$ cat config.mk
export PLATFORM = sky130hd
export DESIGN_NAME = octal_dac_frontend
export DESIGN_NICKNAME = d
export VERILOG_FILES = /design/src/rtl/dacif_pkg.sv /design/src/rtl/dacif_sync.sv /design/src/rtl/dacif_frame_rx.sv /design/src/rtl/dacif_regbank.sv /design/src/rtl/octal_dac_frontend.sv
export SDC_FILE = /design/constraint.sdc
export NUM_CORES = 1
export LEC_CHECK = 0
export BUFFER_PORTS_ARGS = -buffer_cell sky130_fd_sc_hd__buf_2
export CORE_UTILIZATION = 58
export DETAILED_ROUTE_END_ITERATION = 8
export PLACE_DENSITY = 0.79
export SKIP_CTS_REPAIR_TIMING = 1
export SYNTH_ARGS = -nofsm -noshare
export SYNTH_HDL_FRONTEND = slang
export SYNTH_SLANG_ARGS = --single-unit
$ cat constraint.sdc
create_clock -name clk -period 4.44 [get_ports clk]
set_input_delay 0.444 -clock clk [delete_from_list [all_inputs] [get_ports clk]]
set_output_delay 0.444 -clock clk [all_outputs]
set_load 0.05 [all_outputs]
$ cat src/rtl/dacif_pkg.sv
package dacif_pkg;

    localparam int FRAME_BITS = 16;
    localparam int CH_COUNT   = 8;
    localparam int CODE_W     = 12;
    localparam int ADDR_W     = $clog2(CH_COUNT);
    localparam int CNT_W      = $clog2(FRAME_BITS + 1);
    localparam int OUT_W      = CH_COUNT * CODE_W;

    typedef logic [CODE_W-1:0] code_t;

    // Frame layout: command flag, channel address, payload
    typedef struct packed {
        logic              is_ctrl;
        logic [ADDR_W-1:0] addr;
        code_t             payload;
    } frame_t;

    typedef enum logic [1:0] {
        CMD_NONE,
        CMD_WRITE,
        CMD_PD_ON,
        CMD_PD_OFF
    } cmd_e;

    // Keep the top res bits of a code and clear the rest
    function automatic code_t res_mask(input int res);
        code_t m;
        m = '1;
        for (int i = 0; i < CODE_W; i++) begin
            if (i < CODE_W - res) m[i] = 1'b0;
        end
        return m;
    endfunction

    function automatic cmd_e classify(input frame_t f);
        if (!f.is_ctrl)       return CMD_WRITE;
        else if (f.payload[0]) return CMD_PD_ON;
        else                  return CMD_PD_OFF;
    endfunction

endpackage

$ cat src/rtl/dacif_sync.sv
module dacif_sync #(
    parameter int          WIDTH   = 3,
    parameter logic [WIDTH-1:0] RST_VAL = '0
) (
    input  logic             clk,
    input  logic             rst,
    input  logic [WIDTH-1:0] async_in,
    output logic [WIDTH-1:0] sync_q,
    output logic [WIDTH-1:0] prev_q
);

    for (genvar b = 0; b < WIDTH; b++) begin : g_bit
        logic meta_q, stab_q, old_q;
        always_ff @(posedge clk) begin
            if (rst) begin
                meta_q <= RST_VAL[b];
                stab_q <= RST_VAL[b];
                old_q  <= RST_VAL[b];
            end else begin
                meta_q <= async_in[b];
                stab_q <= meta_q;
                old_q  <= stab_q;
            end
        end
        assign sync_q[b] = stab_q;
        assign prev_q[b] = old_q;
    end

endmodule

$ cat src/rtl/dacif_frame_rx.sv
module dacif_frame_rx
    import dacif_pkg::*;
(
    input  logic             clk,
    input  logic             rst,
    input  logic             sclk_now,
    input  logic             sclk_old,
    input  logic             sel_now,
    input  logic             sel_old,
    input  logic             din_now,
    output logic             frame_valid,
    output frame_t           frame_word,
    output logic [CNT_W-1:0] bit_count
);

    logic                  fall_edge;
    logic                  sel_rise;
    logic [FRAME_BITS-1:0] shift_q;

    assign fall_edge = sclk_old & ~sclk_now;
    assign sel_rise  = sel_now & ~sel_old;

    always_ff @(posedge clk) begin
        if (rst) begin
            bit_count   <= '0;
            shift_q     <= '0;
            frame_valid <= 1'b0;
            frame_word  <= '0;
        end else begin
            frame_valid <= 1'b0;
            if (sel_now) begin
                bit_count <= '0;
                if (sel_rise && bit_count == CNT_W'(FRAME_BITS)) begin
                    frame_valid <= 1'b1;
                    frame_word  <= frame_t'(shift_q);
                end
            end else if (fall_edge && bit_count < CNT_W'(FRAME_BITS)) begin
                shift_q   <= {shift_q[FRAME_BITS-2:0], din_now};
                bit_count <= bit_count + 1'b1;
            end
        end
    end

endmodule

$ cat src/rtl/dacif_regbank.sv
module dacif_regbank
    import dacif_pkg::*;
#(
    parameter int RES_BITS = 12
) (
    input  logic             clk,
    input  logic             rst,
    input  logic             frame_valid,
    input  frame_t           frame_word,
    input  logic             xfer_strobe,
    output logic [OUT_W-1:0] dac_codes,
    output logic             powered_down
);

    localparam code_t KEEP_MASK = res_mask(RES_BITS);

    cmd_e cmd;

    assign cmd = frame_valid ? classify(frame_word) : CMD_NONE;

    always_ff @(posedge clk) begin
        if (rst)                    powered_down <= 1'b0;
        else if (cmd == CMD_PD_ON)  powered_down <= 1'b1;
        else if (cmd == CMD_PD_OFF) powered_down <= 1'b0;
    end

    for (genvar ch = 0; ch < CH_COUNT; ch++) begin : g_ch
        code_t stage_q;
        code_t out_q;
        logic  hit;

        assign hit = (cmd == CMD_WRITE) && (frame_word.addr == ADDR_W'(ch));

        always_ff @(posedge clk) begin
            if (rst) begin
                stage_q <= '0;
                out_q   <= '0;
            end else begin
                if (hit)         stage_q <= frame_word.payload & KEEP_MASK;
                if (xfer_strobe) out_q   <= stage_q;
            end
        end

        assign dac_codes[ch*CODE_W +: CODE_W] = powered_down ? '0 : out_q;
    end

endmodule

$ cat src/rtl/octal_dac_frontend.sv
module octal_dac_frontend
    import dacif_pkg::*;
#(
    parameter int RES_BITS = 12
) (
    input  logic             clk,
    input  logic             rst,
    input  logic             ser_clk,
    input  logic             ser_sel_n,
    input  logic             ser_din,
    input  logic             xfer_strobe,
    output logic [OUT_W-1:0] dac_codes,
    output logic             powered_down
);

    logic [2:0]       s_now, s_old;
    logic             frame_valid;
    frame_t           frame_word;
    logic [CNT_W-1:0] bit_count;

    // bit 2 = clock, bit 1 = select, bit 0 = data; clock and select idle high
    dacif_sync #(.WIDTH(3), .RST_VAL(3'b110)) u_sync (
        .clk      (clk),
        .rst      (rst),
        .async_in ({ser_clk, ser_sel_n, ser_din}),
        .sync_q   (s_now),
        .prev_q   (s_old)
    );

    dacif_frame_rx u_rx (
        .clk         (clk),
        .rst         (rst),
        .sclk_now    (s_now[2]),
        .sclk_old    (s_old[2]),
        .sel_now     (s_now[1]),
        .sel_old     (s_old[1]),
        .din_now     (s_now[0]),
        .frame_valid (frame_valid),
        .frame_word  (frame_word),
        .bit_count   (bit_count)
    );

    dacif_regbank #(.RES_BITS(RES_BITS)) u_bank (
        .clk          (clk),
        .rst          (rst),
        .frame_valid  (frame_valid),
        .frame_word   (frame_word),
        .xfer_strobe  (xfer_strobe),
        .dac_codes    (dac_codes),
        .powered_down (powered_down)
    );

endmodule

==> results.json, run 1 <==
{
  "antenna_cells": 0,
  "finalSetupTns_ps": 0,
  "synth.distinct_cells": 28,
  "fillers": 1286,
  "wl_per_cell_um": 15.3,
  "critPathLaunchType": "flop",
  "crit_fanout": 98,
  "post-route-period-util_pct": 55.3,
  "routed_wl_um": 18400,
  "dp_hpwl_um": 11100,
  "layout.nets": 977,
  "clk_latency_ps": 500,
  "worstSetupEndpointType": "output pin",
  "whs_endpoint": "u_sync.g_bit[2].meta_q",
  "multi_input_area_um2": 4330,
  "synth_nets": 917,
  "drc": 0,
  "seqCellArea_um2": 4790,
  "cellLeakagePower_nw": 5.31,
  "htreeDepth": 1,
  "synth-async-reset-ratio_pct": 0,
  "crit_required_ps": 4000,
  "rsz0062_at_grt": "no",
  "grt_max_degree": 100,
  "clock_path_buffers": 3,
  "vias": 6080,
  "drtAntennaViolNets": 0,
  "grt_overflow": 0,
  "grtUsageTotal_pct": 22.3,
  "synth_compound_area_share_pct": 0.411,
  "relSlewSlack_pct": 29.0,
  "ys_seq_elements": 239,
  "crit_type": "flop to output pin",
  "setup_ws_ps": 1980,
  "timing.rr.end": "u_bank.g_ch[7].stage_q[1]",
  "core-area_um2": 15900,
  "min-delay-start": "ser_clk",
  "r2r-start": "u_rx.frame_word[14]",
  "tightest_slew_ps": 1060,
  "viasPerCell": 5.06,
  "synthFlopType": "dfxtp_1",
  "most-common-layout-cells": "dfxtp_1, mux2i_1, nand2b_1, buf_2",
  "r2r_cells": 3,
  "syn-cell-area_um2": 9450,
  "setup_viol": 0,
  "arrival_ps": 2010,
  "antenna_found_initial": 0,
  "initial_core_util_pct": 59.5,
  "gp_congestion": 0.741,
  "cts_tree": "yes",
  "yosys_warnings": 0,
  "synthSimpleGateAreaFrac_pct": 21.5,
  "layout.cells.most_common": "dfxtp_1",
  "row_count": 46,
  "layout-drive-gt1-share_pct": 15.6,
  "crit_path_start": "u_bank.powered_down",
  "hold_path_class": "primary input to flop",
  "cts_buffers": 24,
  "die_h_um": 130,
  "syn_area_per_cell_um2": 10.4,
  "drtPass1Iterations": 5,
  "io_pins": 103,
  "clock-skew-final_ps": 5.77,
  "die_area_um2": 16800,
  "pwr_density_cell_nw_per_um2": 393,
  "muxShareOfSynthArea_pct": 23.6,
  "fmax_mhz": 407,
  "final_cells": 1202,
  "synth_xor_area_share_pct": 0.0927,
  "hold_violations": 0,
  "die_w_um": 130,
  "cts_root_buffer": "clkbuf_16",
  "synth_top_family_by_area": "multiplexers",
  "area_growth_pct": 14.0,
  "dpl_worst_slack_ps": 2400,
  "maxCapViolations": 0,
  "portBuffers": 102,
  "drt_iter0_drc": 375,
  "grt_pass1_vias": 5714,
  "fin_crit_ps": 2460,
  "rrSetupSlack_ps": 2410,
  "status": "finished, final reports clean",
  "seq_area_frac_synth_pct": 50.7,
  "syn_inst": 909,
  "dp_cells": 1159,
  "grt_pass1_wl_um": 29700,
  "ir_drop_v": 0.000308,
  "hold_path_depth": 2,
  "synth-edff-count": 0,
  "synthAdderAreaFrac_pct": 0.265,
  "clk_pin_slew_worst_paths_ps": 60,
  "final_max_slew_viol_count": 0,
  "cts.sink_count": 239
}
worst max-delay path by stage:
stage / cells after the start / slack, ps / to
after global routing: 2 / 1820 / dac_codes[6]
after detailed placement: 4 / 2400 / u_bank.g_ch[7].stage_q[6]
final: 2 / 1980 / dac_codes[85]
after global placement: 4 / 2390 / u_bank.g_ch[7].stage_q[6]
after floorplan: 3 / 2290 / dac_codes[24]
after CTS: 2 / 1950 / dac_codes[66]
report_power, final:
group | internal (mW) | total, mW | switching, mW
Combinational | 0.0428 | 0.0951 | 0.0523
Clock | 1.20 | 1.99 | 0.787
Sequential | 2.15 | 2.15 | 0.00177
cell usage after synthesis, types with 2 or more instances:
library cell	instances	area share, %
dfxtp_1	239	51
mux2i_1	223	24
nand2b_1	128	8.5
nor2_1	99	3.9
nor2b_1	99	6.6
clkbuf_1	44	1.7
buf_2	24	1.3
nand2_1	14	0.56
or2_2	6	0.40
a21oi_1	5	0.26
buf_4	3	0.24
nor3b_1	3	0.24
and3b_1	2	0.19
and4bb_2	2	0.26
ha_1	2	0.26
inv_1	2	0.080
nand3_1	2	0.11
nand4_1	2	0.13
kinds of logic (layout without fill, tap and decap cells):
kind of cell / count (synthesis) / count (layout)
and+or+nand+nor: 363 / 363
DFF: 239 / 239
muxes: 223 / 223
buffers and inverters: 74 / 151
AOI/OAI and AO/OA: 7 / 7
adders and majority gates: 2 / 2
xor gates and xnor gates: 1 / 1
flip-flops by register name (all words and copies together) (netlist names):
register / count
u_bank.g_ch.out_q: 96
u_bank.g_ch.stage_q: 96
u_rx.frame_word: 16
u_rx.shift_q: 16
u_rx.bit_count: 5
u_sync.g_bit.meta_q: 3
u_sync.g_bit.stab_q: 3
u_sync.g_bit.old_q: 2
u_bank.powered_down: 1
u_rx.frame_valid: 1
layer usage:
metal	track usage (%)	share of wire [%]	up-vias
met5	0	0	-
met4	6.77	1.9	0
met3	2.68	3.0	23
met2	36.9	46	102
met1	30.7	49	2856
li1	-	-	3099
through the flow:
stage	area [um^2]	utilization (%)	power, mW	hold WS, ps
global route	10800	67.8	4.35	117
finish	10800	67.8	4.23	126
floorplan	9450	-	2.28	389
global placement	9970	62.8	2.29	398
CTS	10800	67.8	4.26	115
detailed placement	9970	62.8	2.29	398
critical path, stage by stage, from the launching register on:
cell,delay (ps)
dfxtp_4,1050
nor2b_1,170
buf_2,270
final cells by class:
cell class,instances,area share (%)
clock buffer,39,6.95
timing repair buffer,106,5.30
inverter,2,0.0697
multi-input combinational,596,40.3
tap,216,2.51
clock inverter,4,0.418
sequential,239,44.5
No activity file was read; power rests on OpenSTA's default activity.
==> run 2: changes to the inputs <==
--- a/config.mk
+++ b/config.mk
@@ -5,6 +5,7 @@
 export SDC_FILE = /design/constraint.sdc
 export NUM_CORES = 1
 export LEC_CHECK = 0
+export ABC_AREA = 1
 export BUFFER_PORTS_ARGS = -buffer_cell sky130_fd_sc_hd__buf_2
 export CORE_UTILIZATION = 58
 export DETAILED_ROUTE_END_ITERATION = 8
==> constraint.sdc (replaced) <==
create_clock -name clk -period 2.46 [get_ports clk]
set_input_delay 0.246 -clock clk [delete_from_list [all_inputs] [get_ports clk]]
set_output_delay 0.246 -clock clk [all_outputs]
set_load 0.05 [all_outputs]
==> results.json, run 2 <==
{
  "largest_registers": "u_bank.g_ch.out_q (96), u_bank.g_ch.stage_q (96)",
  "synth-async-reset-ratio_pct": 0,
  "grt_max_degree": 85,
  "status": "finished, final reports clean",
  "wl_per_cell_um": 12.2,
  "crit_type": "flop to output pin",
  "grtUsageTotal_pct": 23.9,
  "cts_buffers": 24,
  "clock_power_share_pct": 42.4,
  "grt_overflow": 0,
  "syn_inst": 1346,
  "crit_required_ps": 2210,
  "fmax_mhz": 494,
  "gp_congestion": 0.795,
  "relSlewSlack_pct": 43.6,
  "hold_path_class": "primary input to flop",
  "synthFlopType": "dfxtp_1",
  "die_area_um2": 16900,
  "critPathBufInv": 2,
  "area_growth_pct": 13.1,
  "layout.nets": 1411,
  "htreeDepth": 1,
  "tightest_slew_ps": 843,
  "hold_violations": 0,
  "met2_usage_pct": 40.3,
  "drc": 0,
  "clock_path_buffers": 3,
  "gr-usage-met1_pct": 31.6,
  "finalSetupTns_ps": 0,
  "ir_drop_v": 0.000480,
  "most-common-layout-cells": "nor2_1, dfxtp_1, nand2_1, inv_1, buf_2",
  "fillers": 1387,
  "syn_area_per_cell_um2": 7.07,
  "drt_iter0_drc": 549,
  "grtUsageMet3_pct": 3.20,
  "setup_viol": 0,
  "cts_tree": "yes",
  "synth_common_cells": "nor2_1, dfxtp_1, nand2_1, inv_1, o21ai_0",
  "cp_cell_sequence": "buf_12 -> nor2_1 -> buf_2",
  "synth_top_area_cell": "dfxtp_1",
  "io_pins": 103,
  "synth_nets": 1354,
  "layout-drive-gt1-share_pct": 11.5,
  "layout.cells.most_common": "nor2_1",
  "yosysTopAreaCellShare_pct": 50.3,
  "ys_seq_elements": 239,
  "crit_slowest_cell": "dfxtp_4",
  "cts.sink_count": 239,
  "syn-cell-area_um2": 9510,
  "synth.distinct_cells": 19,
  "pwr-share-seq_pct": 49.1,
  "drtPass1Iterations": 5,
  "synth_most_common_cell": "nor2_1",
  "clk_pin_slew_worst_paths_ps": 60,
  "seq_area_frac_synth_pct": 50.3,
  "post-route-period-util_pct": 82.2,
  "portBuffers": 102,
  "cts_root_buffer": "clkbuf_16",
  "antenna_found_initial": 0,
  "core-area_um2": 15900,
  "worstSetupEndpointType": "output pin",
  "pwr_density_cell_nw_per_um2": 752,
  "clk_latency_ps": 510,
  "grt_busiest_layer": "met2",
  "yosys_warnings": 0,
  "initial_core_util_pct": 59.7,
  "p_sw_mw": 1.97,
  "p_comb_share_pct": 8.4,
  "arrival_ps": 1780,
  "dp_hpwl_um": 12300,
  "p_int_mw": 6.12,
  "crit_path_max_incr_delay_ps": 610,
  "dpl_worst_slack_ps": 889,
  "synth-edff-count": 0,
  "viasPerCell": 4.92,
  "setup_ws_ps": 437,
  "crit_fanout": 58,
  "switching_share_pct": 24.3,
  "row_count": 46,
  "yosys-top-cells-area": "dfxtp_1, nor2_1, nand2_1",
  "rrSetupSlack_ps": 810,
  "drtAntennaViolNets": 0,
  "maxCapViolations": 0,
  "final_max_slew_viol_count": 0,
  "fin_crit_ps": 2020,
  "grt_pass1_vias": 6966,
  "grt_pass1_wl_um": 32300,
  "cellLeakagePower_nw": 4.97,
  "rsz0062_at_grt": "no",
  "critPathLaunchType": "flop",
  "vias": 8049,
  "die_h_um": 130,
  "clock-skew-final_ps": 9.93,
  "routed_wl_um": 20000,
  "antenna_cells": 0,
  "die_w_um": 130,
  "crit_family": "flip-flops"
}
-- run 2: per-stage QoR --
step	std cells	hold slack [ps]	power [mW]	cell area (um^2)	util [%]
final	1636	81.8	8.09	10800	67.5
after global routing	1636	111	8.38	10800	67.5
after CTS	1633	-94.3	8.13	10700	67.3
after detailed placement	1590	397	4.74	9980	62.6
after global placement	1590	393	4.73	9980	62.6
after floorplan	1346	350	4.60	9510	-
-- run 2: worst reg2reg max path, cell delays in order, from the launching register on --
cell,delay (ps)
dfxtp_1,430
nand2_1,150
nor2_4,600
nand3_1,190
nand2_1,130
nor2_1,40
-- run 2: worst paths after layout --
check	from	end	cells after the start
max	u_bank.powered_down	dac_codes[47]	3
min	rst	u_sync.g_bit[0].meta_q	2
max reg2reg	u_rx.frame_valid	u_bank.g_ch[1].stage_q[9]	5
min reg2reg	u_sync.g_bit[0].meta_q	u_sync.g_bit[0].stab_q	2
-- run 2: logic make-up (layout without fill, tap and decap cells) --
| kind of cell | count (synthesis) | after routing | synth area share, % |
|---|---|---|---|
| simple gates | 662 | 662 | 27.9 |
| fa+ha+maj | 2 | 2 | 0.263 |
| buf+inv | 245 | 319 | 11.2 |
| flops | 239 | 239 | 50.3 |
| compound gates | 198 | 198 | 10.4 |
-- run 2: cell type report --
| type | instances | area [um^2] | share of cell area [%] |
|---|---|---|---|
| clock buffer | 37 | 721 | 6.70 |
| tap | 216 | 270 | 2.51 |
| inverter | 162 | 616 | 5.72 |
| multi-input combinational | 862 | 3660 | 34.1 |
| sequential | 239 | 4790 | 44.5 |
| timing repair buffer | 114 | 671 | 6.23 |
| clock inverter | 6 | 30.0 | 0.279 |
-- run 2: power groups by stage --
stage / combinational [mW] / clock (mW) / sequential (mW)
4_1_cts: 0.681 / 3.47 / 3.98
5_1_grt: 0.750 / 3.65 / 3.98
2_1_floorplan: 0.544 / 0 / 4.06
3_3_place_gp: 0.672 / 0 / 4.06
6_report: 0.682 / 3.43 / 3.98
3_5_place_dp: 0.678 / 0 / 4.06
-- run 2: metal layers --
layer  routed length [um]  vias up  share of wire, %
met4                  416        0               2.1
met2                 9380      173                47
met1                 9290     3609                46
met3                  952       32               4.8
met5                    0        -                 0
li1                     -     4235                 -
